### config.mk
export PLATFORM = sky130hd
export DESIGN_NAME = ide_pio_timer
export DESIGN_NICKNAME = d
export VERILOG_FILES = /design/src/rtl/ide_pio_pkg.sv /design/src/rtl/ide_cfg_reg.sv /design/src/rtl/ide_phase_seq.sv /design/src/rtl/ide_pin_drive.sv /design/src/rtl/ide_pio_timer.sv
export SDC_FILE = /design/constraint.sdc
export NUM_CORES = 1
export LEC_CHECK = 0
export ABC_AREA = 1
export BUFFER_PORTS_ARGS = -buffer_cell sky130_fd_sc_hd__buf_2
export CAP_MARGIN = 20
export CELL_PAD_IN_SITES_DETAIL_PLACEMENT = 0
export CELL_PAD_IN_SITES_GLOBAL_PLACEMENT = 1
export CORE_ASPECT_RATIO = 1.25
export CORE_UTILIZATION = 33
export CTS_CLUSTER_DIAMETER = 100
export CTS_CLUSTER_SIZE = 30
export DETAILED_ROUTE_END_ITERATION = 12
export PLACE_DENSITY_LB_ADDON = 0.1
export SKIP_LAST_GASP = 1
export SLEW_MARGIN = 20
export SYNTH_ARGS = -nofsm -noshare
export SYNTH_HDL_FRONTEND = slang
export SYNTH_HIERARCHICAL = 1
export SYNTH_SLANG_ARGS = --single-unit
### constraint.sdc
create_clock -name clk -period 2.3 [get_ports clk]
set_clock_uncertainty 0.1 [all_clocks]
set_input_delay 0.46 -clock clk [delete_from_list [all_inputs] [get_ports clk]]
set_output_delay 0.46 -clock clk [all_outputs]
set_load 0.01 [all_outputs]
### src/rtl/ide_pio_pkg.sv
// Shared definitions for the IDE PIO timer: phase encoding, timing-word
// layout and its reset value. Assumes a 16-bit stored timing word.
package ide_pio_pkg;
    localparam int SETUP_W  = 3;
    localparam int PULSE_W  = 5;
    localparam int RECOV_W  = 5;
    localparam int CFG_W    = 16;
    localparam logic [31:0] CFG_RESET = 32'h0000_9FFF;

    typedef enum logic [1:0] {
        PH_IDLE  = 2'd0,
        PH_SETUP = 2'd1,
        PH_PULSE = 2'd2,
        PH_RECOV = 2'd3
    } phase_t;

    // Field order matches bit positions 15 down to 0 of the timing word.
    typedef struct packed {
        logic               pdn;
        logic               srst;
        logic               csel;
        logic [RECOV_W-1:0] recov;
        logic [PULSE_W-1:0] pulse;
        logic [SETUP_W-1:0] setup;
    } pio_cfg_t;
endpackage

### src/rtl/ide_cfg_reg.sv
// Timing/control word storage. Holds bits 15:0 of the host-written word
// and returns zero in the unused upper half. Assumes one write per cycle.
module ide_cfg_reg
    import ide_pio_pkg::*;
(
    input  logic        clk,
    input  logic        rst_n,
    input  logic        we,
    input  logic [31:0] wdata,
    output pio_cfg_t    cfg,
    output logic [31:0] rdata
);
    pio_cfg_t cfg_q;
    logic     unused_hi;

    assign unused_hi = ^wdata[31:CFG_W];

    // Load the stored word on a host write; reset to the powerdown default.
    always_ff @(posedge clk) begin
        if (!rst_n)  cfg_q <= pio_cfg_t'(CFG_RESET[CFG_W-1:0]);
        else if (we) cfg_q <= pio_cfg_t'(wdata[CFG_W-1:0]);
    end

    assign cfg   = cfg_q;
    assign rdata = {{(32-CFG_W){1'b0}}, cfg_q};


    cfg_load_chk: assert property (@(posedge clk) disable iff (!rst_n)
        we |=> rdata == {16'h0, $past(wdata[15:0])});
endmodule

### src/rtl/ide_phase_seq.sv
// Phase sequencer: walks setup -> pulse -> recovery using one down-counter.
// Snapshots pulse and recovery lengths at start. Assumes start is held
// low while busy (a start outside idle is ignored).
module ide_phase_seq
    import ide_pio_pkg::*;
#(
    parameter int S_W = SETUP_W,
    parameter int P_W = PULSE_W,
    parameter int R_W = RECOV_W
) (
    input  logic           clk,
    input  logic           rst_n,
    input  logic           start,
    input  logic           pdn,
    input  logic [S_W-1:0] setup_len,
    input  logic [P_W-1:0] pulse_len,
    input  logic [R_W-1:0] recov_len,
    output phase_t         phase,
    output logic           accept,
    output logic           pdn_ack,
    output logic           sample_en,
    output logic           done
);
    localparam int MAX_W = (P_W > R_W) ? P_W : R_W;
    localparam int CNT_W = ((S_W > MAX_W) ? S_W : MAX_W) + 1;

    phase_t           phase_q;
    logic [CNT_W-1:0] cnt_q;
    logic [P_W-1:0]   pulse_q;
    logic [R_W-1:0]   recov_q;
    logic             done_q;
    logic             last;

    assign last      = (cnt_q == '0);
    assign accept    = (phase_q == PH_IDLE) && start && !pdn;
    assign pdn_ack   = (phase_q == PH_IDLE) && start && pdn;
    assign sample_en = (phase_q == PH_PULSE) && last;
    assign phase     = phase_q;
    assign done      = done_q;

    // Advance phases and count down the remaining cycles of each phase.
    always_ff @(posedge clk) begin
        if (!rst_n) begin
            phase_q <= PH_IDLE;
            cnt_q   <= '0;
            pulse_q <= '0;
            recov_q <= '0;
            done_q  <= 1'b0;
        end else begin
            done_q <= 1'b0;
            unique case (phase_q)
                PH_IDLE: begin
                    if (pdn_ack) done_q <= 1'b1;
                    if (accept) begin
                        phase_q <= PH_SETUP;
                        cnt_q   <= CNT_W'(setup_len);
                        pulse_q <= pulse_len;
                        recov_q <= recov_len;
                    end
                end
                PH_SETUP: begin
                    if (last) begin
                        phase_q <= PH_PULSE;
                        cnt_q   <= CNT_W'(pulse_q) + CNT_W'(1);
                    end else cnt_q <= cnt_q - CNT_W'(1);
                end
                PH_PULSE: begin
                    if (last) begin
                        phase_q <= PH_RECOV;
                        cnt_q   <= CNT_W'(recov_q) + CNT_W'(1);
                    end else cnt_q <= cnt_q - CNT_W'(1);
                end
                PH_RECOV: begin
                    if (last) begin
                        phase_q <= PH_IDLE;
                        done_q  <= 1'b1;
                    end else cnt_q <= cnt_q - CNT_W'(1);
                end
                default: phase_q <= PH_IDLE;
            endcase
        end
    end


    done_single_chk: assert property (@(posedge clk) disable iff (!rst_n)
        done |=> !done);

    pdn_ack_chk: assert property (@(posedge clk) disable iff (!rst_n)
        pdn_ack |=> (done && phase == PH_IDLE));

    pulse_entry_chk: assert property (@(posedge clk) disable iff (!rst_n)
        (phase == PH_PULSE && $past(phase) != PH_PULSE) |-> $past(phase) == PH_SETUP);
endmodule

### src/rtl/ide_pin_drive.sv
// Pin driver: latches the access request, shapes chip selects, address,
// strobes and data bus from the current phase, applies powerdown forcing
// and static controls, and captures read data. Strobes are active high.
module ide_pin_drive
    import ide_pio_pkg::*;
#(
    parameter int DATA_W = 16,
    parameter int CS_W   = 2,
    parameter int ADDR_W = 3
) (
    input  logic                   clk,
    input  logic                   rst_n,
    input  phase_t                 phase,
    input  logic                   accept,
    input  logic                   pdn_ack,
    input  logic                   sample_en,
    input  logic                   pdn,
    input  logic                   srst,
    input  logic                   csel,
    input  logic                   is_write,
    input  logic [CS_W+ADDR_W-1:0] reg_sel,
    input  logic [DATA_W-1:0]      wr_data,
    input  logic [DATA_W-1:0]      dd_in,
    output logic [DATA_W-1:0]      rd_data,
    output logic [CS_W-1:0]        cs,
    output logic [ADDR_W-1:0]      addr,
    output logic                   rd_strb,
    output logic                   wr_strb,
    output logic [DATA_W-1:0]      dd_out,
    output logic                   dd_oe,
    output logic                   dev_rst_n,
    output logic                   csel_o,
    output logic                   card_pwr
);
    logic                   wr_q;
    logic [CS_W+ADDR_W-1:0] sel_q;
    logic [DATA_W-1:0]      wdat_q;
    logic [DATA_W-1:0]      rd_q;
    logic                   live;

    // Latch direction, register select and write data when an access starts.
    always_ff @(posedge clk) begin
        if (!rst_n) begin
            wr_q   <= 1'b0;
            sel_q  <= '0;
            wdat_q <= '0;
        end else if (accept) begin
            wr_q   <= is_write;
            sel_q  <= reg_sel;
            wdat_q <= wr_data;
        end
    end

    // Capture bus data on the last strobe cycle; clear on a powerdown start.
    always_ff @(posedge clk) begin
        if (!rst_n)                 rd_q <= '0;
        else if (pdn_ack)           rd_q <= '0;
        else if (sample_en && !wr_q) rd_q <= dd_in;
    end

    assign live      = (phase != PH_IDLE) && !pdn;
    assign cs        = live ? sel_q[CS_W+ADDR_W-1:ADDR_W] : '0;
    assign addr      = live ? sel_q[ADDR_W-1:0] : '0;
    assign rd_strb   = live && (phase == PH_PULSE) && !wr_q;
    assign wr_strb   = live && (phase == PH_PULSE) && wr_q;
    assign dd_oe     = live && wr_q;
    assign dd_out    = wdat_q;
    assign dev_rst_n = !(pdn || srst);
    assign csel_o    = csel;
    assign card_pwr  = pdn;
    assign rd_data   = rd_q;


    strb_excl_chk: assert property (@(posedge clk) disable iff (!rst_n)
        !(rd_strb && wr_strb));

    sel_hold_chk: assert property (@(posedge clk) disable iff (!rst_n)
        (phase != PH_IDLE && $past(phase) != PH_IDLE && !pdn && !$past(pdn))
            |-> ($stable(cs) && $stable(addr)));

    oe_dir_chk: assert property (@(posedge clk) disable iff (!rst_n)
        dd_oe |-> !rd_strb);
endmodule

### src/rtl/ide_pio_timer.sv
// Top of the IDE PIO cycle timer: timing word, phase sequencer and pin
// driver. Assumes a single clock domain and synchronous active-low reset.
module ide_pio_timer
    import ide_pio_pkg::*;
#(
    parameter int DATA_W = 16,
    parameter int CS_W   = 2,
    parameter int ADDR_W = 3
) (
    input  logic                   clk,
    input  logic                   rst_n,
    input  logic                   cfg_we,
    input  logic [31:0]            cfg_wdata,
    output logic [31:0]            cfg_rdata,
    input  logic                   start,
    input  logic                   is_write,
    input  logic [CS_W+ADDR_W-1:0] reg_sel,
    input  logic [DATA_W-1:0]      wr_data,
    output logic                   done,
    output logic [DATA_W-1:0]      rd_data,
    output logic [CS_W-1:0]        ide_cs,
    output logic [ADDR_W-1:0]      ide_addr,
    output logic                   ide_rd_strb,
    output logic                   ide_wr_strb,
    output logic [DATA_W-1:0]      ide_dd_out,
    output logic                   ide_dd_oe,
    input  logic [DATA_W-1:0]      ide_dd_in,
    output logic                   ide_rst_n,
    output logic                   ide_csel,
    output logic                   card_pwr
);
    pio_cfg_t cfg;
    phase_t   phase;
    logic     accept, pdn_ack, sample_en;

    ide_cfg_reg u_cfg (
        .clk(clk), .rst_n(rst_n), .we(cfg_we), .wdata(cfg_wdata),
        .cfg(cfg), .rdata(cfg_rdata)
    );

    ide_phase_seq #(.S_W(SETUP_W), .P_W(PULSE_W), .R_W(RECOV_W)) u_seq (
        .clk(clk), .rst_n(rst_n), .start(start), .pdn(cfg.pdn),
        .setup_len(cfg.setup), .pulse_len(cfg.pulse), .recov_len(cfg.recov),
        .phase(phase), .accept(accept), .pdn_ack(pdn_ack),
        .sample_en(sample_en), .done(done)
    );

    ide_pin_drive #(.DATA_W(DATA_W), .CS_W(CS_W), .ADDR_W(ADDR_W)) u_pins (
        .clk(clk), .rst_n(rst_n), .phase(phase), .accept(accept),
        .pdn_ack(pdn_ack), .sample_en(sample_en), .pdn(cfg.pdn),
        .srst(cfg.srst), .csel(cfg.csel), .is_write(is_write),
        .reg_sel(reg_sel), .wr_data(wr_data), .dd_in(ide_dd_in),
        .rd_data(rd_data), .cs(ide_cs), .addr(ide_addr),
        .rd_strb(ide_rd_strb), .wr_strb(ide_wr_strb), .dd_out(ide_dd_out),
        .dd_oe(ide_dd_oe), .dev_rst_n(ide_rst_n), .csel_o(ide_csel),
        .card_pwr(card_pwr)
    );


    pdn_force_chk: assert property (@(posedge clk) disable iff (!rst_n)
        (cfg_rdata[15] && $past(cfg_rdata[15])) |->
            (ide_cs == '0 && ide_addr == '0 && !ide_rd_strb && !ide_wr_strb
             && !ide_dd_oe && !ide_rst_n && card_pwr));
endmodule

## Word level (Yosys, flattened, before mapping)

Cells that the tools add are included.

- Register bits: 73
- Input port bits: 74
- Output and inout port bits: 76

- Add/sub/neg operators: 3
- Equal/unequal tests: 8
- Mux-type cells: 15
- Bitwise operators: 1
- Reductions and logical operators: 21

Operators by type and width:

| operator | count |
|---|---|
| 6-bit two-way mux | 4 |
| 6-bit one-hot mux with 4 select lines | 1 |
| 5-bit by 1-bit adder with 6-bit output, second input constant | 2 |
| 1-bit logical AND | 10 |
| 2-bit two-way mux | 5 |
| 2-bit one-hot mux with 4 select lines | 1 |
| 6-bit logical NOT | 1 |
| 2-bit inequality test, second input constant | 3 |
| 6-bit by 1-bit subtractor with 6-bit output, second input constant | 1 |
| 2-bit == test, second input constant | 2 |
| 2-bit by 1-bit inequality test with 1-bit output, second input constant | 2 |
| 2-bit AND reduction | 2 |
| 4-bit AND reduction | 1 |
| 1-bit logical NOT | 3 |
| 3-bit two-way mux | 1 |
| 2-bit by 1-bit == test with 1-bit output, second input constant | 1 |
| 2-bit logical NOT | 1 |
| 1-bit two-way mux | 2 |
| 1-bit one-hot mux with 2 select lines | 1 |
| 2-bit nonzero test | 1 |
| 2-bit OR reduction | 1 |
| 1-bit logical OR | 1 |
| 1-bit NOT | 1 |

## Longest topological paths before layout

Gate-level depths: netlist of run 1.

- Depth in word-level cells: 5
- Mapped depth: 10

## Cells and area by module

Netlist of run 1, hierarchy kept.

By module, submodules not included:

| module | instances | cells each | area an instance (um^2) |
|---|---|---|---|
| ide_pin_drive | 1 | 220 | 1546.5 |
| ide_phase_seq | 1 | 179 | 1189.9 |
| ide_cfg_reg | 1 | 107 | 918.4 |

## Worst setup path before layout of run 1

OpenSTA, ideal clock, no wires.

- Path kind: flip-flop to flip-flop
- From: reg u_seq.cnt_q[0]
- To: reg u_pins.rd_q[3], in the netlist u_pins/rd_data[3]
- Arrival time: 1399 ps
- Path slack: 688 ps
- Stages on the path, launching flop included: 9
- Period minus slack after synthesis: 1612 ps
- Cells stage by stage: dfxtp_1 -> inv_1 -> ha_1 -> nand3_2 -> nor2_2 -> buf_2 -> nand3_1 -> nand2_1 -> nor2_1

- Cells in the longest elaborated chain, start to end: 3

RTL lines:

| element | line | source |
|---|---|---|
| start: declaration | ide_phase_seq.sv:28 | `logic [CNT_W-1:0] cnt_q;` |
| start signal: assignment | ide_phase_seq.sv:56 | `cnt_q <= CNT_W'(setup_len);` |
| start signal: assignment | ide_phase_seq.sv:64 | `cnt_q <= CNT_W'(pulse_q) + CNT_W'(1);` |
| start signal: assignment | ide_phase_seq.sv:65 | `end else cnt_q <= cnt_q - CNT_W'(1);` |
| 6-bit logical NOT | ide_phase_seq.sv:34 | `assign last = (cnt_q == '0);` |
| 1-bit logical AND | ide_phase_seq.sv:37 | `assign sample_en = (phase_q == PH_PULSE) && last;` |
| net sample_en | ide_pio_timer.sv:34 | `logic accept, pdn_ack, sample_en;` |
| 1-bit logical AND | ide_pin_drive.sv:58 | `else if (sample_en && !wr_q) rd_q <= dd_in;` |
| end signal: assignment | ide_pin_drive.sv:58 |  |
| end: declaration | ide_pin_drive.sv:38 | `logic [DATA_W-1:0] rd_q;` |

The timed path passes the listed nets, and every way through them passes these cells.
A chain may end at the register's enable or synchronous reset.

## Worst setup path in the final report of run 1

- From: reg u_cfg.cfg_q, in the netlist u_cfg/cfg[15]
- To: out ide_addr[2]

- Cells in the longest elaborated chain, start to end: 3

RTL lines:

| element | line | source |
|---|---|---|
| start: declaration | ide_cfg_reg.sv:13 | `pio_cfg_t cfg_q;` |
| start signal: assignment | ide_cfg_reg.sv:20 | `if (!rst_n) cfg_q <= pio_cfg_t'(CFG_RESET[CFG_W-1:0]);` |
| start signal: assignment | ide_cfg_reg.sv:21 | `else if (we) cfg_q <= pio_cfg_t'(wdata[CFG_W-1:0]);` |
| 1-bit logical NOT | ide_pin_drive.sv:61 | `assign live = (phase != PH_IDLE) && !pdn;` |
| 1-bit logical AND | ide_pin_drive.sv:61 |  |
| 3-bit two-way mux | ide_pin_drive.sv:63 | `assign addr = live ? sel_q[ADDR_W-1:0] : '0;` |
| end: declaration | ide_pio_timer.sv:22 | `output logic [ADDR_W-1:0] ide_addr,` |

No other way between the ends.

==> impl_metrics.yaml, run 1 <==
timing:
  setup_viol: 0
  worst_slew_pin_slew_ns: 0.686
  hold_slack_ns: 0.239
  tns_ns: 0
  slew_headroom: 0.542
  fin_crit_ns: 2.07
  fmax_ghz: 0.483
  drv_slew: 0
  final-hold-violation-count: 0
  rsz0062_at_grt: "no"
  post-route-period-util: 0.901
power:
  power_density_nw_per_um2: 1010
  total_power_mw: 4.43
  peakVddDrop_mv: 0.336
  leakagePower_nw: 2.21
placed_design:
  hpwl_um: 6570
  gp_congestion: 0.822
  portBuffers: 117
logic_synthesis:
  postSynthCellCount: 506
  synth_warnings: 6
  yosysUniqueCellTypes: 30
  synth_seq_area_share: 0.400
  ys_ff_latch: 73
  syn_area_sq_um: 3650
  syn_area_per_cell_sq_um: 7.22
layout:
  regArea_sq_um: 1460
  final_util: 0.411
  fill_cells: 1208
  area_delta_synth_final_pct: 20.1
  nets: 686
  drive_gt1_frac: 0.285
  multi_input_area_sq_um: 1660
  n_antenna_cell: 0
setup_path:
  crit_arrival_ns: 1.51
  ff2ff_setup_slack_ns: 0.39
  cp_max_fo: 7
  worstSetupPathType: "reg -> out"
  endpoint: "ide_addr[2]"
  endpoint_kind: "output port"
  worstSetupStartpointType: "flip-flop"
  r2r-end: "u_pins/rd_data[8]"
  rr_startpoint: "u_seq/phase[0]"
  crit_chain: "inv_1, o21ai_1, nor2_1, buf_2"
  critPathRequiredTime_ns: 1.74
  worst_path_largest_cell_delay_ns: 0.55
  r2r_cells: 8
  crit_start: "u_cfg/cfg[15]"
  critical_path.slowest_cell: "dfxtp_1"
cts:
  numCtsBuffers: 9
  clk_pin_slew_ns: 0.06
  cts.hold.buffers_added: 0
  htreeDepth: 3
  clockRootBuffer: "clkbuf_16"
  cts_tree: "yes"
  insertion_delay_ns: 0.33
  clkSinkCount: 73
  clock_path_buffers: 2
die:
  rows: 42
  dieArea_sq_um: 11500
  die_y_um: 120
  die_w_um: 96.1
  ios: 150
  start_util: 0.343
  coreArea_sq_um: 10700
grt:
  grt_pass1_wl_um: 14300
  grt_max_degree: 33
  antenna_found_initial: 0
  grt_overflow: 0
  grt_pass1_vias: 3058
  grt_usage: 0.161
route:
  vias: 3290
  vias_per_cell: 4.45
  wl_um: 8900
  antenna_left: 0
  drc: 0
  drt_pass1_iterations: 4
  drt_iter0_drc: 107
  wire_per_inst_um: 12.0
run:
  cap_viol_max_count: 0
min_path:
  hold_path.class: "in -> reg"
outcome:
  outcome: "finished clean"
[critical path: cells and delay by family (launching register included)]
family | cells | cell delay [ns]
AO/OA/AOI/OAI | 1 | 0.29
AND/OR/NAND/NOR | 1 | 0.09
flip-flops | 1 | 0.55
buffers and inverters | 2 | 0.26
[synthesized netlist by cell type]
cell type | number | area share
nor3_1 | 3 | 0.0041
conb_1 | 1 | 0.0010
o22ai_1 | 1 | 0.0017
nand2_1 | 82 | 0.084
nand3_1 | 29 | 0.040
nor2_1 | 108 | 0.11
xor2_1 | 2 | 0.0048
nor2_4 | 3 | 0.0092
nand4_1 | 10 | 0.017
a211oi_1 | 1 | 0.0021
inv_2 | 5 | 0.0051
buf_2 | 5 | 0.0068
clkbuf_1 | 1 | 0.0010
nand3b_1 | 1 | 0.0021
buf_12 | 1 | 0.0055
a21oi_1 | 16 | 0.022
buf_6 | 4 | 0.012
o21ai_0 | 37 | 0.051
nand2_2 | 12 | 0.021
clkbuf_8 | 1 | 0.0038
dfxtp_1 | 73 | 0.40
ha_1 | 8 | 0.027
buf_1 | 1 | 0.0010
clkbuf_2 | 3 | 0.0041
buf_4 | 35 | 0.072
inv_1 | 46 | 0.047
nand3_2 | 11 | 0.030
nor2_2 | 4 | 0.0068
o21ai_4 | 1 | 0.0045
inv_6 | 1 | 0.0024
[area by class of cell]
class / instances / share of cell area
inverter: 52 / 0.0456
multi-input combinational: 345 / 0.378
sequential: 73 / 0.333
tap: 132 / 0.0376
timing repair buffer: 123 / 0.144
clock inverter: 2 / 0.00342
clock buffer: 12 / 0.0584
[worst min path at each step]
stage	start	slack [ns]	to	cells past startpoint
after detailed placement	u_pins/rd_data[14]	0.37	u_pins/rd_data[14]	2
after floorplan	u_cfg/cfg[12]	0.35	u_cfg/cfg[12]	2
after global routing	cfg_wdata[10]	0.24	u_cfg/cfg[10]	3
final	cfg_wdata[2]	0.24	u_cfg/cfg[2]	3
after CTS	cfg_wdata[12]	0.22	u_cfg/cfg[12]	3
after global placement	u_pins/rd_data[11]	0.36	u_pins/rd_data[11]	2
[report_power, final]
part | switching, mW | internal, mW | leakage [nW]
clock | 0.507 | 0.776 | 0.127
sequential | 0.138 | 1.45 | 0.598
combinational | 0.998 | 0.556 | 1.48
[metrics by stage]
stage / area, sq um / std cells / setup WS (ns)
floorplan: 3710 / 521 / 0.688
global placement: 4120 / 725 / 0.440
detailed placement: 4120 / 725 / 0.382
CTS: 4390 / 739 / 0.0821
global route: 4390 / 739 / 0.00807
finish: 4390 / 739 / 0.228
[cells by family (layout without fill, tap and decap cells)]
group | Yosys count | in the layout | share of synthesized area
flip-flops | 73 | 73 | 0.400
other | 1 | 16 | 0.00103
AO/OA/AOI/OAI | 56 | 56 | 0.0808
adder cells (fa/ha/maj) | 8 | 8 | 0.0274
buffers and inverters | 103 | 189 | 0.161
AND/OR/NAND/NOR | 263 | 263 | 0.325
XOR/XNOR | 2 | 2 | 0.00479
[timing repair]
| item | CTS | global route |
|---|---|---|
| buffers inserted | 0 | 0 |
| setup endpoints to repair | 0 | 4 |
| gates resized for setup | 0 | 1 |
| endpoints found under the hold margin | 0 | 0 |
[registers in the layout, indices dropped and copies added (netlist names)]
register and flops:
u_cfg/cfg 16, u_pins/dd_out 16, u_pins/rd_data 16, u_pins/sel_q 5
u_pins/wr_q 1, u_seq/cnt_q 6, u_seq/done 1, u_seq/phase 2
u_seq/pulse_q 5, u_seq/recov_q 5
[layer usage]
layer  vias to the layer above  track usage  share of wire
li1                       1735            -              -
met2                       101        0.258           0.46
met1                      1444        0.201           0.46
met3                        10       0.0431          0.068
met5                         -            0              0
met4                         0       0.0672          0.014
[cells in the final DEF, fill, tap and decap left out, drive strengths merged, types with 2 or more instances in the layout]
cell type / Yosys / layout
buf: 46 / 123
nor2: 115 / 115
nand2: 94 / 94
dfxtp: 73 / 73
inv: 52 / 52
nand3: 40 / 40
o21ai: 38 / 38
conb: 1 / 16
a21oi: 16 / 16
clkbuf: 5 / 12
nand4: 10 / 10
ha: 8 / 8
nor3: 3 / 3
clkinvlp: 0 / 2
xor2: 2 / 2
No activity file was read; power rests on OpenSTA's default activity.
==> run 2, diff against run 1 <==
- CORE_UTILIZATION: 33 -> 32
- SYNTH_HIERARCHICAL: 1 -> not set
==> run 2 against run 1 <==
Sequential share of layout area is 0.94 points higher. Die area is 5.7% lower. Hold slack worse by 0.0039 ns. Sequential power hardly changed. Clock-buffer cell count stayed put. Largest power group unchanged. Register-to-register slack better by 0.09 ns. Area after synthesis is 8.7% lower. Total power is 3.1% higher.
==> impl_metrics.yaml, run 2 <==
outcome:
  outcome: "finished clean"
min_path:
  hold_path.class: "in -> reg"
  worstHoldStart: "cfg_wdata[6]"
  worstHoldEndpoint: "u_cfg.cfg[6]"
  worstHoldPathCells: 3
setup_path:
  worstSetupStartpointType: "flip-flop"
  endpoint_kind: "output port"
  ff2ff_setup_slack_ns: 0.48
  crit_arrival_ns: 1.62
  worstSetupPathType: "reg -> out"
  critPathRequiredTime_ns: 1.74
  r2r-end: "u_seq.phase[0]"
  r2r_cells: 9
  rr_startpoint: "u_seq.phase[1]"
  cp_max_fo: 8
logic_synthesis:
  yosysTopAreaCellShare: 0.438
  syn_area_sq_um: 3340
  yosys_most_used_dff: "dfxtp_1"
  synth_common_cells: "99 x nor2_1, 84 x nand2_1, 73 x dfxtp_1, 49 x o21ai_0, 31 x inv_1"
  syn_area_per_cell_sq_um: 7.16
  synth_seq_area_share: 0.438
  ys_ff_latch: 73
  yosysUniqueCellTypes: 25
  synth_area_leaders: "dfxtp_1 44%, nor2_1 11%, nand2_1 9.4%, o21ai_0 7.3%, buf_4 4.3%"
  synth_warnings: 0
  synthArstFlopShare: 0
  postSynthCellCount: 466
  yosys.area.top_type: "dfxtp_1"
  synth-edff-count: 0
  yosysMostFrequentCell: "nor2_1"
route:
  drt_pass1_iterations: 4
  wl_um: 8390
  antenna_left: 0
  drc: 0
  drt_iter0_drc: 131
  vias: 3176
  vias_per_cell: 4.47
  wire_per_inst_um: 11.8
timing:
  post-route-period-util: 0.948
  tns_ns: 0
  fmax_ghz: 0.459
  drv_slew: 0
  setup_viol: 0
  final-hold-violation-count: 0
  hold_slack_ns: 0.235
  fin_crit_ns: 2.18
  rsz0062_at_grt: "no"
  layout_setup_ws_ns: 0.120
die:
  rows: 41
  coreArea_sq_um: 10100
  die_w_um: 93.3
  die_y_um: 116
  dieArea_sq_um: 10800
  ios: 150
  start_util: 0.330
placed_design:
  placed_cells: 695
  portBuffers: 117
  dp_slack_ns: 0.346
  gp_congestion: 0.766
  hpwl_um: 6090
cts:
  clk_pin_slew_ns: 0.06
  numCtsBuffers: 9
  postCtsSetupRepairBufs: 0
  clock_path_buffers: 2
  clkSinkCount: 73
  htreeDepth: 3
  clockRootBuffer: "clkbuf_16"
  cts_tree: "yes"
  insertion_delay_ns: 0.33
grt:
  grt_max_degree: 50
  grt_overflow: 0
  grt_pass1_vias: 2954
  grt_usage: 0.158
  grt_pass1_wl_um: 13500
  antenna_found_initial: 0
power:
  clkPwrFrac: 0.311
  switching_share: 0.362
  power_switching_mw: 1.65
  comb_power_share: 0.344
  peakVddDrop_mv: 0.435
  p_seq_frac: 0.345
  leakagePower_nw: 2.13
  total_power_mw: 4.56
  internal_power_mw: 2.91
  power_density_nw_per_um2: 1070
run:
  cap_viol_max_count: 0
layout:
  area_delta_synth_final_pct: 27.9
  mostFrequentLayoutCell: "buf_2"
  drive_gt1_frac: 0.270
  n_antenna_cell: 0
  mostFrequentLayoutCells: "117 x buf_2, 99 x nor2_1, 83 x nand2_1"
  finalNonFillerCells: 711
  nets: 660
run 2: changes by cell type after synthesis, moves of 8 or more:
cell	previous run	this run
buf_4	35	19
clkbuf_1	1	12
inv_1	46	31
nand2_2	12	0
nand3_2	11	0
nor2_1	108	99
nor2_2	4	12
o21ai_0	37	49
o21ai_1	0	8
run 2: worst max-delay path by stage:
stage                        start           to  slack, ns
CTS                 u_seq.phase[0]  ide_rd_strb      0.006
floorplan           u_seq.phase[0]  ide_rd_strb       0.58
global placement    u_seq.phase[0]  ide_rd_strb       0.37
global route        u_seq.phase[0]  ide_wr_strb       0.01
detailed placement  u_seq.phase[0]  ide_rd_strb       0.35
finish              u_seq.phase[0]  ide_wr_strb       0.12
run 2: critical path, cell delays in order, from the launching register on:
cell and delay [ns]:
dfxtp_1 0.37, inv_1 0.10, ha_1 0.23, inv_1 0.12
nand2_2 0.15, nor3_1 0.17, buf_2 0.16
run 2: power by group through the flow:
| stage | combinational [mW] | clock (mW) | sequential [mW] |
|---|---|---|---|
| after global placement | 1.57 | 0 | 1.60 |
| after CTS | 1.59 | 1.46 | 1.58 |
| final | 1.57 | 1.42 | 1.57 |
| after global routing | 1.81 | 1.52 | 1.60 |
| after floorplan | 1.12 | 0 | 1.63 |
| after detailed placement | 1.58 | 0 | 1.60 |
run 2: per-stage QoR:
| step | utilization | instance area (sq um) |
|---|---|---|
| after global routing | 0.422 | 4270 |
| after detailed placement | 0.391 | 3950 |
| after floorplan | - | 3390 |
| after global placement | 0.391 | 3950 |
| after CTS | 0.422 | 4260 |
| final | 0.422 | 4270 |
run 2: layout make-up:
cell class | count | area, sq um
clock buffer | 12 | 256
clock inverter | 4 | 51.3
fill | 1079 | 5840
inverter | 32 | 123
multi-input combinational | 339 | 1590
sequential | 73 | 1460
tap | 129 | 161
timing repair buffer | 122 | 623
run 2: routing by layer:
layer,up-vias,track usage,share of wire
met5,-,0,0
met3,6,0.0469,0.047
met4,0,0.0492,0.0099
met2,74,0.265,0.48
met1,1414,0.196,0.46
li1,1682,-,-
run 2: cells by family after synthesis:
kind of cell,after synthesis,share of synthesized area
flops,73,0.438
xor+xnor,2,0.00525
fa+ha+maj,9,0.0337
simple gates,231,0.293
compound gates,81,0.124
buf+inv,69,0.105
other cells,1,0.00112
run 2: timing repair:
| item | CTS | global route |
|---|---|---|
| hold buffers | 0 | 0 |
| cloned | 0 | 0 |
| setup endpoints to repair | 1 | 2 |
| hold endpoints to repair | 0 | 0 |
| gates resized for setup | 1 | 2 |
==> run 3, diff against run 2 <==
- BUFFER_PORTS_ARGS: -buffer_cell sky130_fd_sc_hd__buf_2 -> not set
- CORE_UTILIZATION: 32 -> 43
- DONT_BUFFER_PORTS: not set -> 1
==> run 3 against run 2 <==
Core utilization increased by 5.3 points. Routed wire length decreased by 12%. Register-to-register slack got worse by 0.02 ns.
==> impl_metrics.yaml, run 3 (synthesized netlist as in run 2, its figures left out) <==
placed_design:
  gp_congestion: 0.754
  hpwl_um: 5340
  portBuffers: 0
  dp_slack_ns: 0.364
cts:
  clk_pin_slew_ns: 0.07
  clockRootBuffer: "clkbuf_8"
  cts_tree: "yes"
  clkSinkCount: 73
  cts.hold.buffers_added: 0
  numCtsBuffers: 9
  clock_path_buffers: 2
  insertion_delay_ns: 0.34
  htreeDepth: 3
power:
  total_power_mw: 4.06
  peakVddDrop_mv: 0.440
  power_density_nw_per_um2: 1150
  leakagePower_nw: 1.57
grt:
  grt_pass1_wl_um: 11700
  grt_max_degree: 52
  antenna_found_initial: 0
  grt_overflow: 0
  grt_pass1_vias: 2599
  grt_usage: 0.189
timing:
  hold_slack_ns: 0.106
  final-hold-violation-count: 0
  tns_ns: 0
  post-route-period-util: 0.941
  setup_viol: 0
  drv_slew: 0
  fin_crit_ns: 2.16
  rsz0062_at_grt: "no"
  fmax_ghz: 0.462
  layout_setup_ws_ns: 0.135
setup_path:
  endpoint_kind: "output port"
  cp_max_fo: 8
  worstSetupPathType: "reg -> out"
  critPathRequiredTime_ns: 1.74
  crit_arrival_ns: 1.60
  worstSetupStartpointType: "flip-flop"
layout:
  fill_cells: 815
  mostFrequentLayoutCell: "nor2_1"
  nets: 541
  area_delta_synth_final_pct: 6.15
  drive_gt1_frac: 0.0887
  final_util: 0.476
  mostFrequentLayoutCells: "96 x nor2_1, 83 x nand2_1, 73 x dfxtp_1"
  n_antenna_cell: 0
die:
  coreArea_sq_um: 7440
  rows: 35
  die_w_um: 80.8
  start_util: 0.448
  dieArea_sq_um: 8120
  die_y_um: 100
  ios: 150
route:
  drt_pass1_iterations: 4
  vias: 2726
  vias_per_cell: 4.92
  antenna_left: 0
  drt_iter0_drc: 38
  wire_per_inst_um: 13.4
  drc: 0
  wl_um: 7410
run:
  cap_viol_max_count: 0
min_path:
  hold_path.class: "in -> reg"
outcome:
  outcome: "finished clean"
## run 3: final timing paths
kind                                       from              end  slack (ns)  cells after the start
worst max-delay path             u_seq.phase[0]      ide_wr_strb        0.14                      4
worst min-delay path                      rst_n     u_cfg.cfg[0]        0.11                      1
worst max register to register   u_seq.phase[0]   u_seq.phase[0]        0.46                      9
worst min register to register  u_pins.sel_q[1]  u_pins.sel_q[1]        0.36                      2
## run 3: through the flow
stage	area, sq um	std cells
floorplan	3390	481
global route	3540	554
global placement	3300	539
detailed placement	3300	539
finish	3540	554
CTS	3520	554
## run 3: report_power, final
part           total, mW  switching, mW  leakage, nW  internal, mW
sequential          1.65          0.200        0.597          1.45
combinational       1.32          0.872        0.863         0.449
clock               1.09          0.457        0.104         0.632
total               4.06           1.53         1.57          2.53
## run 3: area by class of cell
| type | instances | area (sq um) | area share |
|---|---|---|---|
| Tap cell | 92 | 115 | 0.0325 |
| Timing Repair Buffer | 3 | 22.5 | 0.00636 |
| Clock buffer | 10 | 138 | 0.0389 |
| Inverter | 32 | 123 | 0.0346 |
| Clock inverter | 5 | 80.1 | 0.0226 |
| Sequential cell | 73 | 1460 | 0.413 |
| Multi-Input combinational cell | 339 | 1600 | 0.452 |
## run 3: what timing repair did
action,in CTS,in global routing
buffers inserted,0,0
setup endpoints to repair,2,8
endpoints found under the hold margin,0,0
gates resized for setup,0,6
## run 3: routing by layer
layer / wire length [um] / GRT usage / vias up
met5: 0 / 0 / -
met4: 108 / 0.0838 / 0
li1: - / - / 1430
met2: 3820 / 0.346 / 78
met3: 471 / 0.0615 / 8
met1: 3010 / 0.192 / 1210
## run 3: worst max-delay path, cell delays in order, from the launching register on
cell,delay [ns]
dfxtp_1,0.34
inv_1,0.12
ha_1,0.32
inv_1,0.20
nor3_2,0.29
